--- config.mk ---
export PLATFORM = sky130hd
export DESIGN_NAME = pfc_crm_ctrl
export DESIGN_NICKNAME = d
export VERILOG_FILES = /design/src/rtl/pfc_crm_pkg.sv /design/src/rtl/pfc_zcd_arm.sv /design/src/rtl/pfc_restart_timer.sv /design/src/rtl/pfc_ontime.sv /design/src/rtl/pfc_crm_ctrl.sv
export SDC_FILE = /design/constraint.sdc
export NUM_CORES = 1
export LEC_CHECK = 0
export BUFFER_PORTS_ARGS = -buffer_cell sky130_fd_sc_hd__buf_2
export CELL_PAD_IN_SITES_DETAIL_PLACEMENT = 0
export CELL_PAD_IN_SITES_GLOBAL_PLACEMENT = 1
export CORE_MARGIN = 5
export CORE_UTILIZATION = 48
export DETAILED_ROUTE_END_ITERATION = 12
export GPL_TIMING_DRIVEN = 0
export HOLD_SLACK_MARGIN = 0.03
export PLACE_DENSITY = 0.95
export SLEW_MARGIN = 5
export SYNTH_ARGS = -nofsm -noshare
export SYNTH_HDL_FRONTEND = slang
export SYNTH_SLANG_ARGS = --single-unit
--- constraint.sdc ---
create_clock -name clk -period 5.4 [get_ports clk]
set_clock_uncertainty 0.2 [all_clocks]
set_input_delay 1.08 -clock clk [delete_from_list [all_inputs] [get_ports clk]]
set_output_delay 1.08 -clock clk [all_outputs]
set_load 0.005 [all_outputs]
--- src/rtl/pfc_crm_pkg.sv ---
// Shared types for the critical-conduction PFC cycle controller.
// Assumes nothing beyond a single clock domain.
package pfc_crm_pkg;

    // State of the zero-current detector: waiting for the rise, or armed.
    typedef enum logic {
        ZCD_IDLE  = 1'b0,
        ZCD_ARMED = 1'b1
    } zcd_state_t;

endpackage

--- src/rtl/pfc_zcd_arm.sv ---
// Zero-current detector sequencer.
// Arms on a high-threshold indication seen while the switch is off and fires
// when the low-threshold indication arrives while armed. Arming is dropped at
// every pulse start and whenever the controller is disabled.
// Assumes the threshold flags are already synchronous to clk.
module pfc_zcd_arm
    import pfc_crm_pkg::*;
(
    input  logic clk,
    input  logic rst_n,
    input  logic enable,
    input  logic pdrv,
    input  logic start,
    input  logic zcd_hi,
    input  logic zcd_lo,
    output logic trig
);

    zcd_state_t state_q;

    // Arm/disarm sequencing of the detector.
    always_ff @(posedge clk) begin
        if (!rst_n) begin
            state_q <= ZCD_IDLE;
        end else if (!enable || start) begin
            state_q <= ZCD_IDLE;
        end else if (zcd_hi && !pdrv) begin
            state_q <= ZCD_ARMED;
        end
    end

    // Trigger request: armed and the winding has collapsed.
    assign trig = (state_q == ZCD_ARMED) && zcd_lo;

endmodule

--- src/rtl/pfc_restart_timer.sv ---
// Restart timer for the switching cycle.
// Counts cycles since the last pulse start and flags expiry after WDOG_CYC
// cycles. It saturates when expired, so a restart that is blocked stays
// pending. It is cleared by a pulse start or by disable.
// Assumes WDOG_CYC >= 2.
module pfc_restart_timer #(
    parameter int WDOG_CYC = 36000
) (
    input  logic clk,
    input  logic rst_n,
    input  logic enable,
    input  logic start,
    output logic expire
);

    localparam int WD_W = $clog2(WDOG_CYC);
    localparam logic [WD_W-1:0] WD_LAST = WD_W'(WDOG_CYC - 1);

    logic [WD_W-1:0] cnt_q;

    // Elapsed-time counter with saturation at the last count.
    always_ff @(posedge clk) begin
        if (!rst_n) begin
            cnt_q <= '0;
        end else if (!enable || start) begin
            cnt_q <= '0;
        end else if (cnt_q != WD_LAST) begin
            cnt_q <= cnt_q + 1'b1;
        end
    end

    // Expiry indication.
    assign expire = (cnt_q == WD_LAST);

endmodule

--- src/rtl/pfc_ontime.sv ---
// On-time generator.
// Raises the drive on a start request and counts the cycles while it is high.
// It ends the pulse when counter + OFFSET reaches the control word, when the
// counter reaches RAMP_MAX, when overcurrent is seen after BLANK_CYC cycles,
// or on overvoltage or disable. The counter is zero whenever the drive is low.
// Assumes BLANK_CYC < RAMP_MAX and RAMP_MAX >= 2.
module pfc_ontime #(
    parameter int CTRL_W    = 14,
    parameter int OFFSET    = 400,
    parameter int RAMP_MAX  = 5000,
    parameter int BLANK_CYC = 22
) (
    input  logic              clk,
    input  logic              rst_n,
    input  logic              enable,
    input  logic              start,
    input  logic [CTRL_W-1:0] ctrl_word,
    input  logic              ocp_flag,
    input  logic              ovp_flag,
    output logic              pdrv,
    output logic              can_fire
);

    localparam int RW    = $clog2(RAMP_MAX + 1);
    localparam int SUM_W = ((CTRL_W > RW) ? CTRL_W : RW) + 2;
    localparam logic [SUM_W-1:0] OFF_S     = SUM_W'(OFFSET);
    localparam logic [SUM_W-1:0] ONE_S     = SUM_W'(1);
    localparam logic [RW-1:0]    PEAK_LAST = RW'(RAMP_MAX - 1);

    logic [RW-1:0]    ramp_q;
    logic             pdrv_q;
    logic [SUM_W-1:0] ramp_s;
    logic [SUM_W-1:0] ctrl_s;
    logic             hit_ctrl;
    logic             hit_peak;
    logic             blank_done;
    logic             ocp_live;
    logic             abort;
    logic             stop;

    assign ramp_s = SUM_W'(ramp_q);
    assign ctrl_s = SUM_W'(ctrl_word);

    // Control-word window: ramp plus offset reaching the target.
    assign hit_ctrl = (ramp_s + OFF_S + ONE_S) >= ctrl_s;
    assign hit_peak = (ramp_q >= PEAK_LAST);
    assign can_fire = (ctrl_s > OFF_S);

    // Leading-edge blanking: a zero window needs no comparator.
    generate
        if (BLANK_CYC == 0) begin : g_no_blank
            assign blank_done = 1'b1;
        end else begin : g_blank
            localparam logic [RW-1:0] BLANK_END = RW'(BLANK_CYC);
            assign blank_done = (ramp_q >= BLANK_END);
        end
    endgenerate

    assign ocp_live = ocp_flag && blank_done;
    assign abort    = !enable || ovp_flag;
    assign stop     = pdrv_q && (abort || hit_ctrl || hit_peak || ocp_live);

    // Drive flop: set on start, held until a terminating condition.
    always_ff @(posedge clk) begin
        if (!rst_n) begin
            pdrv_q <= 1'b0;
        end else if (start) begin
            pdrv_q <= 1'b1;
        end else if (stop) begin
            pdrv_q <= 1'b0;
        end
    end

    // On-time counter: runs only across the high phase of the drive.
    always_ff @(posedge clk) begin
        if (!rst_n) begin
            ramp_q <= '0;
        end else if (pdrv_q && !stop) begin
            ramp_q <= ramp_q + 1'b1;
        end else begin
            ramp_q <= '0;
        end
    end

    assign pdrv = pdrv_q;

endmodule

--- src/rtl/pfc_crm_ctrl.sv ---
// Critical-conduction PFC cycle controller (top).
// Combines the detector sequencer, the restart timer and the on-time
// generator. A pulse starts when the controller is enabled, the switch is
// off, overvoltage is clear, the control word is above the offset, and either
// the detector fires or the timer has expired. Also keeps a sticky
// first-pulse flag that is cleared by disable.
// Assumes all inputs are synchronous to clk.
module pfc_crm_ctrl #(
    parameter int CTRL_W    = 14,
    parameter int OFFSET    = 400,
    parameter int RAMP_MAX  = 5000,
    parameter int BLANK_CYC = 22,
    parameter int WDOG_CYC  = 36000
) (
    input  logic              clk,
    input  logic              rst_n,
    input  logic              enable,
    input  logic [CTRL_W-1:0] ctrl_word,
    input  logic              zcd_hi_flag,
    input  logic              zcd_lo_flag,
    input  logic              ocp_flag,
    input  logic              ovp_flag,
    output logic              pdrv,
    output logic              first_pulse
);

    logic trig;
    logic expire;
    logic can_fire;
    logic start;
    logic first_q;

    // Start request shared by all three sub-blocks.
    assign start = enable && !pdrv && !ovp_flag && can_fire && (trig || expire);

    pfc_zcd_arm u_zcd (
        .clk    (clk),
        .rst_n  (rst_n),
        .enable (enable),
        .pdrv   (pdrv),
        .start  (start),
        .zcd_hi (zcd_hi_flag),
        .zcd_lo (zcd_lo_flag),
        .trig   (trig)
    );

    pfc_restart_timer #(
        .WDOG_CYC (WDOG_CYC)
    ) u_timer (
        .clk    (clk),
        .rst_n  (rst_n),
        .enable (enable),
        .start  (start),
        .expire (expire)
    );

    pfc_ontime #(
        .CTRL_W    (CTRL_W),
        .OFFSET    (OFFSET),
        .RAMP_MAX  (RAMP_MAX),
        .BLANK_CYC (BLANK_CYC)
    ) u_ontime (
        .clk       (clk),
        .rst_n     (rst_n),
        .enable    (enable),
        .start     (start),
        .ctrl_word (ctrl_word),
        .ocp_flag  (ocp_flag),
        .ovp_flag  (ovp_flag),
        .pdrv      (pdrv),
        .can_fire  (can_fire)
    );

    // Sticky first-pulse flag, cleared while disabled.
    always_ff @(posedge clk) begin
        if (!rst_n) begin
            first_q <= 1'b0;
        end else if (!enable) begin
            first_q <= 1'b0;
        end else if (start) begin
            first_q <= 1'b1;
        end
    end

    assign first_pulse = first_q;

endmodule

# After elaboration in Yosys (flattened, before gate mapping)
# Cells that the tools add are included.
dict set report totals {
  output_inout_bits 2
  input_bits 21
  reg_bits 32
}
dict set report op_classes {
  bitwise 1
  n_reduce_logical 23
  mux 2
  magnitude_cmp 4
  eq_ne 2
  addsub 4
}
# operator n
set op_table {}
lappend op_table {{$add A16 B1 Y16 const B} 2}
lappend op_table {{$eq A16 B16 Y1 const B} 1}
lappend op_table {{$ge A16 B14 Y1} 1}
lappend op_table {{$ne A16 B16 Y1 const B} 1}
lappend op_table {{$add A13 B9 Y14 const B} 1}
lappend op_table {{$gt A14 B9 Y1 const B} 1}
lappend op_table {{$add A13 B1 Y13 const B} 1}
lappend op_table {{$ge A13 B13 Y1 const B} 1}
lappend op_table {{$ge A13 B5 Y1 const B} 1}
lappend op_table {{$logic_and A1 B1 Y1} 9}
lappend op_table {{$logic_or A1 B1 Y1} 6}
lappend op_table {{$logic_not A1 Y1} 4}
lappend op_table {{$reduce_and A2 Y1} 2}
lappend op_table {{$mux W1} 2}
lappend op_table {{$reduce_bool A2 Y1} 1}
lappend op_table {{$reduce_or A2 Y1} 1}
lappend op_table {{$not A1 Y1} 1}

# Depth between registers and ports, before layout
# Gate-level depths: netlist of the first run.
dict set report logic_depth {
  depth_word 10
  mapped_depth 15
  depth_no_buf 13
}

# Modules after synthesis
# Synthesis of the first run repeated with hierarchy kept, for this count alone.
dict set report unflattened {
  cells_unflattened 256
  hier_area_um2 2139.6
}
# mod area_per_inst_um2 seq_area_each_um2 cells_per_inst n_inst
set by_module_without_submodules {}
lappend by_module_without_submodules {pfc_ontime 1272.5 280.3 160 1}
lappend by_module_without_submodules {pfc_restart_timer 757.0 320.3 84 1}
lappend by_module_without_submodules {pfc_crm_ctrl 57.6 20.0 6 1}
lappend by_module_without_submodules {pfc_zcd_arm 52.6 20.0 6 1}

# Worst setup path after synthesis of the first run
# OpenSTA, ideal clock, no wires.
dict set report synth_timing {
  kind {register to register}
  startpoint {register u_ontime.ramp_q[4]}
  endpoint {register u_ontime.ramp_q[10]}
  stages_incl_launch_ff 14
  arrival_time_ns 2.882
  slack_ns 2.240
  synth_period_minus_slack_ns 3.160
  cell_sequence {dfxtp_1 -> inv_1 -> ha_1 -> inv_1 -> o41ai_1 -> or3_1 -> nor2b_1 -> xor2_1 -> ha_1 -> a21oi_1 -> nand2_1 -> o2111a_1 -> clkbuf_1 -> nor3_1}
}
dict set report synth_between {
  elab_chain_cells 10
  elab_cells_between_ends 14
  cone_classes {add/sub (3); order compare (3); reduce/logical (8)}
}
# item line
set synth_lines {}
lappend synth_lines {{from (decl)} pfc_ontime.sv:30} ;# logic [RW-1:0] ramp_q;
lappend synth_lines {{from (signal assigned)} pfc_ontime.sv:79} ;# ramp_q <= ramp_q + 1'b1;
lappend synth_lines {{$add A13 B9 Y14} pfc_ontime.sv:45} ;# assign hit_ctrl = (ramp_s + OFF_S + ONE_S) >= ctrl_s;
lappend synth_lines {{$add A16 B1 Y16} pfc_ontime.sv:45}
lappend synth_lines {{$ge A16 B14 Y1} pfc_ontime.sv:45}
lappend synth_lines {{$logic_or A1 B1 Y1 (3 in a row)} pfc_ontime.sv:61} ;# assign stop = pdrv_q && (abort || hit_ctrl || hit_peak || ocp_live);
lappend synth_lines {{$logic_and A1 B1 Y1} pfc_ontime.sv:61}
lappend synth_lines {{$logic_not A1 Y1} pfc_ontime.sv:78} ;# end else if (pdrv_q && !stop) begin
lappend synth_lines {{$logic_and A1 B1 Y1} pfc_ontime.sv:78}
lappend synth_lines {{$reduce_and A2 Y1 (no line)} -}
# Parallel ways exist; a longest one is shown, timed or not.
# A chain may end at the register's enable or synchronous reset.

# Worst setup path in the final report of the first run
dict set report layout_timing {
  startpoint {register u_ontime.ramp_q[4]}
  endpoint {register u_ontime.ramp_q[11]}
}
# The elaborated chain is that of the path after synthesis.

==> qor.yml, run 1 <==
status: "completed"
ff2ff_path_depth: 13
vdd_drop_max_uv: 114
die_w_um: 77.4
timing.final.ws_setup_ns: 1.66
power_density_nw_per_um2: 184
nNetsFinal: 324
synth_edf_count: 0
crit_type: "reg -> reg"
wl_um: 4430
p_sw_uw: 109
dp_hpwl_um: 3470
gp_congestion: 0.795
rr_endpoint: "u_ontime.ramp_q[11]"
r2r_slack_ns: 1.66
h-tree-depth: 2
async_flop_share_pct: 0
drive_gt1_share_pct: 14.8
vias_per_cell: 5.47
synth_top_area_cell: "dfxtp_1"
cts.sinks: 32
io_pins: 23
syn-cell-area_sq_um: 2180
final-hold-violation-count: 0
synth_top_family_by_area: "simple AND/OR/NAND/NOR gates"
cts.repair.resized: 0
synth.most_common_cell: "dfxtp_1"
die_area_sq_um: 5990
maxCapViolations: 0
synth_warnings: 0
cp-end-kind: "flip-flop"
place_area_sq_um: 2360
synthAdderAreaFrac_pct: 12.0
synth_compound_area_share_pct: 10.7
rsz0062_at_grt: "false"
drt_iter0_drc: 105
grt_pass1_vias: 1717
drc: 0
cp.arrival_ns: 3.75
coreArea_sq_um: 4380
synth_top_flop_cell: "dfxtp_1"
intPower_uw: 340
area_growth_pct: 12.0
hold_start: "first_pulse"
yosysSeqAreaShare_pct: 29.4
synth-seq-cells: 32
grt_antenna_before_repair: 0
r2r_start: "u_ontime.ramp_q[4]"
fin_crit_sh_pct: 69.3
hold_class: "reg -> reg"
p_comb_share_pct: 6.2
synth_area_leaders: "dfxtp_1, ha_1, xnor2_1, xor2_1, nor2_1"
portBuffers: 22
p_seq_share_pct: 53.1
yosys-top-cells-count: "dfxtp_1, nor2_1, ha_1"
synth_xor_area_share_pct: 14.4
max_slew_margin_pct: 58.8
netSwitchingFraction_pct: 24.3
initial_core_util_pct: 49.8
hold_buffers: 0
die_y_um: 77.4
synth_area_per_cell_sq_um: 8.62
yosysUniqueCellTypes: 46
final_cell_area_sq_um: 2440
synth_nets: 295
power.clock.fraction_pct: 40.7
finish.utilization_pct: 55.8
track_usage_pct: 15.8
finalSetupTns_ns: 0
globalRouteOverflowTotal: 0
synth.mux.area_fraction_pct: 0.459
holdWs_ns: 0.296
synth_simple_gate_area_share_pct: 27.2
holdPathEnd: "first_pulse"
tightest_slew_ns: 0.615
syn_inst: 253
grt_pass1_wl_um: 7850
place_ws_ns: 1.65
clk_latency_ns: 0.28
fin_crit_ns: 3.74
critPathRequiredTime_ns: 5.41
fmax_mhz: 267
cp-start-kind: "flip-flop"
cts_buffers: 5
num_vias: 1834
first_pass_iters: 4
p_leak_nw: 1.04
fp-row-count: 24
tritoncts: "done"
postCtsSetupRepairBufs: 0
clockBufferDepth: 2
drtAntennaViolNets: 0
slew_viol_final: 0
critPathMaxFanout: 10
wire_per_inst_um: 13.2
hold_depth: 1
path_clk_slew_ns: 0.07
antenna_cells: 0
synth_top_area_share_pct: 29.4
setup_violations: 0
grt_max_degree: 12
cts_root_buf: "clkbuf_8"
worst max-delay path, stage by stage (launching register included):
cell and delay [ns]:
dfxtp_1 0.48, inv_1 0.18, ha_1 0.34, inv_1 0.07, o41ai_1 0.46, or3_1 0.23, and3_1 0.17, ha_1 0.23
nand2_1 0.07, nand2_1 0.05, nor4_1 0.36, nand3_1 0.28, clkbuf_1 0.32, nor3_1 0.23
stage by stage:
stage | std cells | power, mW
final | 335 | 0.449
after global routing | 335 | 0.474
after CTS | 335 | 0.455
after detailed placement | 327 | 0.272
after global placement | 327 | 0.272
after floorplan | 253 | 0.260
power by group through the flow:
| stage | clock, mW | sequential, mW | combinational (mW) |
|---|---|---|---|
| after floorplan | 0 | 0.244 | 0.0159 |
| after global placement | 0 | 0.244 | 0.0277 |
| after detailed placement | 0 | 0.244 | 0.0284 |
| after CTS | 0.188 | 0.238 | 0.0286 |
| after global routing | 0.203 | 0.239 | 0.0324 |
| final | 0.183 | 0.239 | 0.0280 |
worst max-delay path by stage:
| stage | from | end | slack [ns] | cells after the start |
|---|---|---|---|---|
| after CTS | u_ontime.ramp_q[4] | u_ontime.ramp_q[5] | 1.63 | 13 |
| after global placement | u_ontime.ramp_q[4] | u_ontime.ramp_q[7] | 1.69 | 13 |
| after global routing | u_ontime.ramp_q[4] | u_ontime.ramp_q[11] | 1.23 | 13 |
| after detailed placement | u_ontime.ramp_q[4] | u_ontime.ramp_q[5] | 1.65 | 13 |
| after floorplan | u_ontime.ramp_q[4] | u_ontime.ramp_q[10] | 2.24 | 13 |
| final | u_ontime.ramp_q[4] | u_ontime.ramp_q[11] | 1.66 | 13 |
flip-flops by register name (all words and copies together), names as in the netlist:
| register | flops |
|---|---|
| u_zcd.state_q | 1 |
| u_ontime.ramp_q | 13 |
| u_timer.cnt_q | 16 |
| first_pulse | 1 |
| u_ontime.pdrv | 1 |
cells by family (layout without fill, tap and decap cells):
| group | count (synthesis) | count (layout) |
|---|---|---|
| adders and majority gates | 21 | 21 |
| xor gates and xnor gates | 36 | 36 |
| buffers and inverters | 31 | 61 |
| DFF | 32 | 32 |
| AOI/OAI and AO/OA | 27 | 27 |
| and+or+nand+nor | 105 | 105 |
| muxes | 1 | 1 |
metal layers:
layer | up-vias | share of wire, % | global-route usage [%]
met3 | 7 | 2.9 | 3.70
met2 | 26 | 46 | 25.2
met5 | - | 0 | 0
met1 | 844 | 50 | 21.2
met4 | 0 | 1.3 | 4.64
li1 | 957 | - | -
layout make-up:
class,instances,area [sq um]
fill,422,1940
multi-input combinational,190,1420
sequential,32,641
timing repair buffer,22,110
inverter,20,75.1
clock buffer,5,68.8
tap,52,65.1
buffer,11,51.3
clock inverter,3,18.8
placed cells by master, fill, tap and decap left out, types with 3 or more instances in the layout:
cell       netlist  final
dfxtp_1         32     32
buf_2            2     24
nor2_1          22     22
ha_1            21     21
inv_1           20     20
xnor2_1         18     18
xor2_1          18     18
nand3_1         16     16
nand2_1         15     15
nor3_1          13     13
clkbuf_1         8      8
and3_1           7      7
nand4_1          6      6
nor4_1           5      5
clkbuf_8         0      5
a31oi_1          4      4
and2_1           3      3
a21oi_1          3      3
o2111ai_1        3      3
nor3b_1          3      3
(Power assumes the default switching activity.)
==> run 2, diff against run 1 <==
--- a/config.mk
+++ b/config.mk
@@ -5,15 +5,16 @@
 export SDC_FILE = /design/constraint.sdc
 export NUM_CORES = 1
 export LEC_CHECK = 0
+export ABC_AREA = 1
 export BUFFER_PORTS_ARGS = -buffer_cell sky130_fd_sc_hd__buf_2
 export CELL_PAD_IN_SITES_DETAIL_PLACEMENT = 0
 export CELL_PAD_IN_SITES_GLOBAL_PLACEMENT = 1
 export CORE_MARGIN = 5
-export CORE_UTILIZATION = 48
+export CORE_UTILIZATION = 43
 export DETAILED_ROUTE_END_ITERATION = 12
 export GPL_TIMING_DRIVEN = 0
 export HOLD_SLACK_MARGIN = 0.03
-export PLACE_DENSITY = 0.95
+export PLACE_DENSITY = 0.91
 export SLEW_MARGIN = 5
 export SYNTH_ARGS = -nofsm -noshare
 export SYNTH_HDL_FRONTEND = slang
==> constraint.sdc (replaced) <==
create_clock -name clk -period 3.5 [get_ports clk]
set_clock_uncertainty 0.2 [all_clocks]
set_input_delay 0.7 -clock clk [delete_from_list [all_inputs] [get_ports clk]]
set_output_delay 0.7 -clock clk [all_outputs]
set_load 0.005 [all_outputs]
==> qor.yml, run 2 <==
cts_buffers: 5  # unchanged
globalRouteOverflowTotal: 0  # unchanged
intPower_uw: 598  # +76%
syn_inst: 355  # +40%
num_vias: 2043  # +11%
vdd_drop_max_uv: 297  # +160%
cp-start-kind: "flip-flop"
maxCapViolations: 0  # unchanged
finish.utilization_pct: 49.7  # -6.0 points
finalSetupTns_ns: 0  # unchanged
coreArea_sq_um: 5470  # +25%
synth_area_leaders: "dfxtp_1, ha_1, nand2_1, inv_1, xor2_1"
crit_type: "reg -> reg"
largest_register_ffs: 16  # unchanged
netSwitchingFraction_pct: 20.7  # -3.6 points
cts.sinks: 32  # unchanged
setup_violations: 0  # unchanged
hold_buffers: 0  # unchanged
h-tree-depth: 2  # unchanged
fp-row-count: 27  # +13%
grt_max_degree: 11  # -1
grt_antenna_before_repair: 0  # unchanged
yosysUniqueCellTypes: 25  # -46%
wire_per_inst_um: 9.53  # -28%
slowest_delay_ns: 0.47  # about the same
wl_um: 4350  # -1.7%
place_area_sq_um: 2610  # +11%
area_growth_pct: 12.8
synth_area_per_cell_sq_um: 6.80  # -21%
tritoncts: "done"
final_common_cell: "nand2_1"
worstPathCellList: "ha_1, nand2_1, nand2_1, nand2_1, xor2_1, o21ai_0, nand2_1, inv_1, ha_1, inv_1, nor3_1, a211oi_1, nand2_1, nand2_1, nand2_2, buf_6, nand2_1"
p_total_uw: 754  # +68%
drtAntennaViolNets: 0  # unchanged
async_flop_share_pct: 0  # unchanged
dp_hpwl_um: 3570  # +2.7%
p_comb_share_pct: 5.9  # -0.3 points
fmax_mhz: 334  # +25%
final_cell_mix: "nand2_1, inv_1, nor2_1"
fin_crit_ns: 3.00  # -0.746 ns
final-hold-violation-count: 0  # unchanged
critPathRequiredTime_ns: 3.47  # -1.94 ns
die_w_um: 84.9  # +9.7%
track_usage_pct: 12.7  # -3.1 points
antenna_cells: 0  # unchanged
worst_path_max_delay_cell: "dfxtp_1"
clk_latency_ns: 0.28  # about the same
final_cell_area_sq_um: 2720  # +11%
slew_viol_final: 0  # unchanged
p_seq_share_pct: 48.7  # -4.4 points
yosys-top-cells-count: "nand2_1, inv_1, nor2_1"
regMostFlops: "u_timer.cnt_q"
rsz0062_at_grt: "false"
drt_iter0_drc: 51  # -51%
first_pass_iters: 4  # unchanged
tightest_slew_ns: 0.359  # -0.256 ns
vias_per_cell: 4.47  # -18%
power_density_nw_per_um2: 277  # +51%
p_leak_nw: 1.31  # +26%
portBuffers: 22  # unchanged
critPathTopFamily: "simple AND/OR/NAND/NOR gates"
postCtsSetupRepairBufs: 0  # unchanged
cts_root_buf: "clkbuf_8"
drive_gt1_share_pct: 15.6  # +0.74 points
clockBufferDepth: 2  # unchanged
status: "completed"
cp.arrival_ns: 2.97  # -0.78 ns
synth_top_area_share_pct: 26.5  # -2.8 points
synth_edf_count: 0  # unchanged
cts.repair.resized: 0  # unchanged
die_y_um: 84.9  # +9.7%
die_area_sq_um: 7210  # +20%
hold_class: "reg -> reg"
cp-end-kind: "flip-flop"
grt_pass1_wl_um: 7590  # -3.3%
power.clock.fraction_pct: 45.3  # +4.6 points
max_slew_margin_pct: 75.9  # +17 points
synth_top_area_cell: "dfxtp_1"
critPathMaxFanout: 10  # unchanged
route.met2.wl_um: 1890  # -7.2%
routed.top_layer: "met4"
synth_top_flop_cell: "dfxtp_1"
gp_congestion: 0.794  # -0.16%
drc: 0  # unchanged
path_clk_slew_ns: 0.07  # about the same
grt_pass1_vias: 1852  # +7.9%
reg_top3: "u_timer.cnt_q x16, u_ontime.ramp_q x13"
initial_core_util_pct: 44.1  # -5.7 points
crit_top_cell: "nand2_1"
synth_nets: 397  # +35%
wl_met1_um: 2260  # +3.0%
yosysSeqAreaShare_pct: 26.5  # -2.8 points
wl_met3_um: 153  # +18%
fin_crit_sh_pct: 85.6  # +16 points
syn-cell-area_sq_um: 2410  # +11%
io_pins: 23  # unchanged
holdWs_ns: 0.240  # -0.0561 ns
nNetsFinal: 426  # +31%
synth-seq-cells: 32  # unchanged
cp_num_buf_inv: 3  # unchanged
p_sw_uw: 156  # +43%
synth_warnings: 0  # unchanged
synth.most_common_cell: "nand2_1"
## run 2: cell count changes after synthesis, moves of 4 or more
cell | before | now
nor4_1 | 5 | 1
nor2_2 | 2 | 12
a21oi_1 | 3 | 10
nor2_1 | 22 | 51
and3_1 | 7 | 0
nand2_1 | 15 | 69
a31oi_1 | 4 | 0
inv_1 | 20 | 67
xor2_1 | 18 | 26
nor3_1 | 13 | 6
xnor2_1 | 18 | 7
clkbuf_1 | 8 | 0
## run 2: path summary, 6_finish.rpt
kind	slack [ns]	end	start	depth (start not counted)
max reg2reg	0.50	u_ontime.pdrv	u_ontime.ramp_q[5]	17
max	0.50	u_ontime.pdrv	u_ontime.ramp_q[5]	17
min	0.24	first_pulse	first_pulse	2
min reg2reg	0.24	first_pulse	first_pulse	2
## run 2: stage by stage
step                setup slack (ns)  instances
floorplan                      0.839        355
global placement               0.497        449
detailed placement             0.470        449
CTS                            0.465        457
global route                   0.234        457
finish                         0.504        457
## run 2: routing by layer
| metal | track usage (%) | vias to the layer above |
|---|---|---|
| met5 | 0 | - |
| met4 | 3.45 | 0 |
| met3 | 3.88 | 5 |
| met2 | 20.4 | 18 |
| met1 | 16.5 | 879 |
| li1 | - | 1141 |
## run 2: area by class of cell
class / instances / area [sq um]
tap: 72 / 90.1
timing repair buffer: 22 / 110
clock inverter: 2 / 35.0
clock buffer: 6 / 72.6
buffer: 4 / 45.0
fill: 571 / 2750
inverter: 70 / 263
multi-input combinational: 249 / 1470
sequential: 32 / 641
## run 2: logic make-up after synthesis
family	count (synthesis)	share of synthesized area, %
AND/OR/NAND/NOR	176	33.4
buffers and inverters	74	12.8
XOR/XNOR	33	12.0
flip-flops	32	26.5
adder cells (fa/ha/maj)	21	10.9
AO/OA/AOI/OAI	19	4.46
## run 2: tightest hold or removal path, delay by kind of cell (launching register included)
kind,cells,cell delay [ns]
buffers and inverters,1,0.04
DFF,1,0.31
AOI/OAI and AO/OA,1,0.05
## run 2: power by group through the flow
stage	logic (mW)	clock network, mW	registers (mW)
finish	0.0448	0.342	0.367
global route	0.0522	0.376	0.367
CTS	0.0455	0.357	0.367
detailed placement	0.0452	0	0.375
global placement	0.0442	0	0.375
floorplan	0.0265	0	0.375
==> run 3, diff against run 2 <==
--- a/config.mk
+++ b/config.mk
@@ -10,12 +10,13 @@
 export CELL_PAD_IN_SITES_DETAIL_PLACEMENT = 0
 export CELL_PAD_IN_SITES_GLOBAL_PLACEMENT = 1
 export CORE_MARGIN = 5
-export CORE_UTILIZATION = 43
+export CORE_UTILIZATION = 42
 export DETAILED_ROUTE_END_ITERATION = 12
 export GPL_TIMING_DRIVEN = 0
 export HOLD_SLACK_MARGIN = 0.03
-export PLACE_DENSITY = 0.91
+export PLACE_DENSITY = 0.9
 export SLEW_MARGIN = 5
 export SYNTH_ARGS = -nofsm -noshare
 export SYNTH_HDL_FRONTEND = slang
+export SYNTH_HIERARCHICAL = 1
 export SYNTH_SLANG_ARGS = --single-unit
==> qor.yml, run 3 <==
status: "completed"
fmax_mhz: 316  # -5.4%
coreArea_sq_um: 5470  # unchanged
drc: 0  # unchanged
p_leak_nw: 1.16  # -12%
grt_pass1_wl_um: 9470  # +25%
final-hold-violation-count: 0  # unchanged
critPathMaxFanout: 10  # unchanged
portBuffers: 22  # unchanged
vdd_drop_max_uv: 119  # -60%
vias_per_cell: 4.79  # +7.2%
cp-end-kind: "flip-flop"
final_cell_mix: "nand2_1, inv_1, nor2_1"
path_clk_slew_ns: 0.06  # about the same
netSwitchingFraction_pct: 23.3  # +2.6 points
die_area_sq_um: 7220  # +0.13%
reg_top3: "u_timer/cnt_q x16, u_ontime/ramp_q x13"
synth-seq-cells: 32  # unchanged
final_common_cell: "nand2_1"
synth_edf_count: 0  # unchanged
p_seq_share_pct: 51.5  # +2.8 points
synth_area_per_cell_sq_um: 6.60  # -3.0%
finalSetupTns_ns: 0  # unchanged
synth_top_flop_cell: "dfxtp_1"
cts_buffers: 5  # unchanged
slew_viol_final: 0  # unchanged
critPathRequiredTime_ns: 3.47  # about the same
power_density_nw_per_um2: 269  # -2.9%
synth_area_leaders: "dfxtp_1, nand2_1, inv_1, ha_1, nor2_1"
fp-row-count: 27  # unchanged
maxCapViolations: 0  # unchanged
num_vias: 2205  # +7.9%
instances_no_fill: 460  # +0.66%
syn_inst: 358  # +0.85%
die_y_um: 85.0  # about the same
yosys-top-cells-count: "nand2_1, inv_1, nor2_1"
cts.repair.resized: 0  # unchanged
drt_iter0_drc: 75  # +47%
p_total_uw: 713  # -5.4%
wl_um: 5280  # +21%
place_ws_ns: 0.335  # -0.136 ns
regMostFlops: "u_timer/cnt_q"
nNetsFinal: 425  # -0.23%
h-tree-depth: 2  # unchanged
postCtsSetupRepairBufs: 0  # unchanged
p_sw_uw: 166  # +6.4%
clockBufferDepth: 2  # unchanged
syn-cell-area_sq_um: 2360  # -2.2%
rsz0062_at_grt: "false"
grt_pass1_vias: 2214  # +20%
drive_gt1_share_pct: 16.2  # +0.65 points
initial_core_util_pct: 43.1  # -0.96 points
globalRouteOverflowTotal: 0  # unchanged
dp_hpwl_um: 4340  # +22%
synth_nets: 396  # -0.25%
fin_crit_sh_pct: 90.4  # +4.9 points
crit_type: "reg -> reg"
dp.cells: 452  # +0.67%
intPower_uw: 547  # -8.5%
gp_congestion: 0.841  # +6.0%
clk_latency_ns: 0.28  # about the same
p_comb_share_pct: 6.9  # +1.0 points
cp-start-kind: "flip-flop"
hold_class: "reg -> reg"
cts_root_buf: "clkbuf_8"
tritoncts: "done"
synth.most_common_cell: "nand2_1"
yosysSeqAreaShare_pct: 27.1  # +0.59 points
track_usage_pct: 16.1  # +3.4 points
synth_warnings: 6  # +6
synth_top_area_share_pct: 27.1  # +0.59 points
power.clock.fraction_pct: 41.6  # -3.7 points
async_flop_share_pct: 0  # unchanged
grt_max_degree: 11  # unchanged
max_slew_margin_pct: 78.1  # +2.2 points
largest_register_ffs: 16  # unchanged
drtAntennaViolNets: 0  # unchanged
first_pass_iters: 4  # unchanged
grt_antenna_before_repair: 0  # unchanged
cts.sinks: 32  # unchanged
setup_violations: 0  # unchanged
synth_top_area_cell: "dfxtp_1"
yosysUniqueCellTypes: 29  # +16%
timing.final.ws_setup_ns: 0.334  # -0.170 ns
cp.arrival_ns: 3.14  # +0.17 ns
hold_buffers: 0  # unchanged
fin_crit_ns: 3.17  # +0.170 ns
io_pins: 23  # unchanged
antenna_cells: 0  # unchanged
wire_per_inst_um: 11.5  # +20%
die_w_um: 85.0  # about the same
area_growth_pct: 12.3
tightest_slew_ns: 0.326  # -0.0334 ns
run 3: changes by cell type after synthesis, moves of 3 or more:
cell     previous run  this run
nor2_4              3         6
a21oi_1            10        21
nor3_1              6         3
xnor2_1             7         3
xor2_1             26        13
ha_1               21        17
nor2_1             51        47
nand2_1            69        78
buf_6               4         1
inv_1              67        63
run 3: final timing paths:
kind / startpoint / to / slack, ns / cells after the start
max reg2reg: u_ontime/ramp_q[0] / u_ontime/pdrv / 0.33 / 19
min: first_pulse / first_pulse / 0.26 / 2
min reg2reg: first_pulse / first_pulse / 0.26 / 2
max: u_ontime/ramp_q[0] / u_ontime/pdrv / 0.33 / 19
run 3: logic make-up (layout without fill, tap and decap cells):
logic type	Yosys count	in the layout	share of synthesized area, %
AO/OA/AOI/OAI	37	37	8.96
flip-flops	32	32	27.1
AND/OR/NAND/NOR	187	187	37.6
XOR/XNOR	16	16	5.94
adder cells (fa/ha/maj)	17	17	9.01
buffers and inverters	69	99	11.3
run 3: worst max-delay path: stages (launching register included):
cell and delay (ns):
dfxtp_1 0.46, ha_1 0.21, nand2_1 0.09, inv_1 0.11, nand2_1 0.09, nand2_1 0.14
nand2_1 0.09, nand2_1 0.12, nand2_1 0.08, xor2_1 0.13, inv_1 0.06, ha_1 0.31
nand3_1 0.12, nor2_1 0.16, nand2_1 0.07, a21oi_1 0.15, nor2_1 0.08, nand3_2 0.13
buf_6 0.20, nand2_1 0.06
run 3: per-stage QoR:
stage / utilization (%) / hold WS [ns] / area (sq um)
final: 48.4 / 0.258 / 2650
after global routing: 48.4 / 0.308 / 2650
after CTS: 48.4 / 0.263 / 2650
after detailed placement: 46.8 / 0.253 / 2560
after global placement: 46.8 / 0.241 / 2560
after floorplan: - / 0.237 / 2360
run 3: layout make-up:
cell class              count  area [sq um]
fillers                   599          2820
clock buffers               8          90.1
plain buffers               1          11.3
flip-flops and latches     32           641
inverters                  68           256
well taps                  72          90.1
multi-input cells         257          1450
repair buffers             22           110
run 3: routing by layer:
layer	track usage [%]	part of all wire, %	routed length [um]	vias up
met2	28.9	51	2710	31
met5	0	0	0	-
li1	-	-	-	1180
met4	7.05	2.6	136	0
met3	3.98	3.2	169	11
met1	17.8	43	2250	983
run 3: power groups by stage:
stage	registers, mW	logic [mW]	clock network, mW
2_1_floorplan	0.375	0.0283	0
3_3_place_gp	0.376	0.0491	0
3_5_place_dp	0.376	0.0502	0
4_1_cts	0.367	0.0505	0.306
5_1_grt	0.367	0.0577	0.323
6_report	0.367	0.0493	0.296
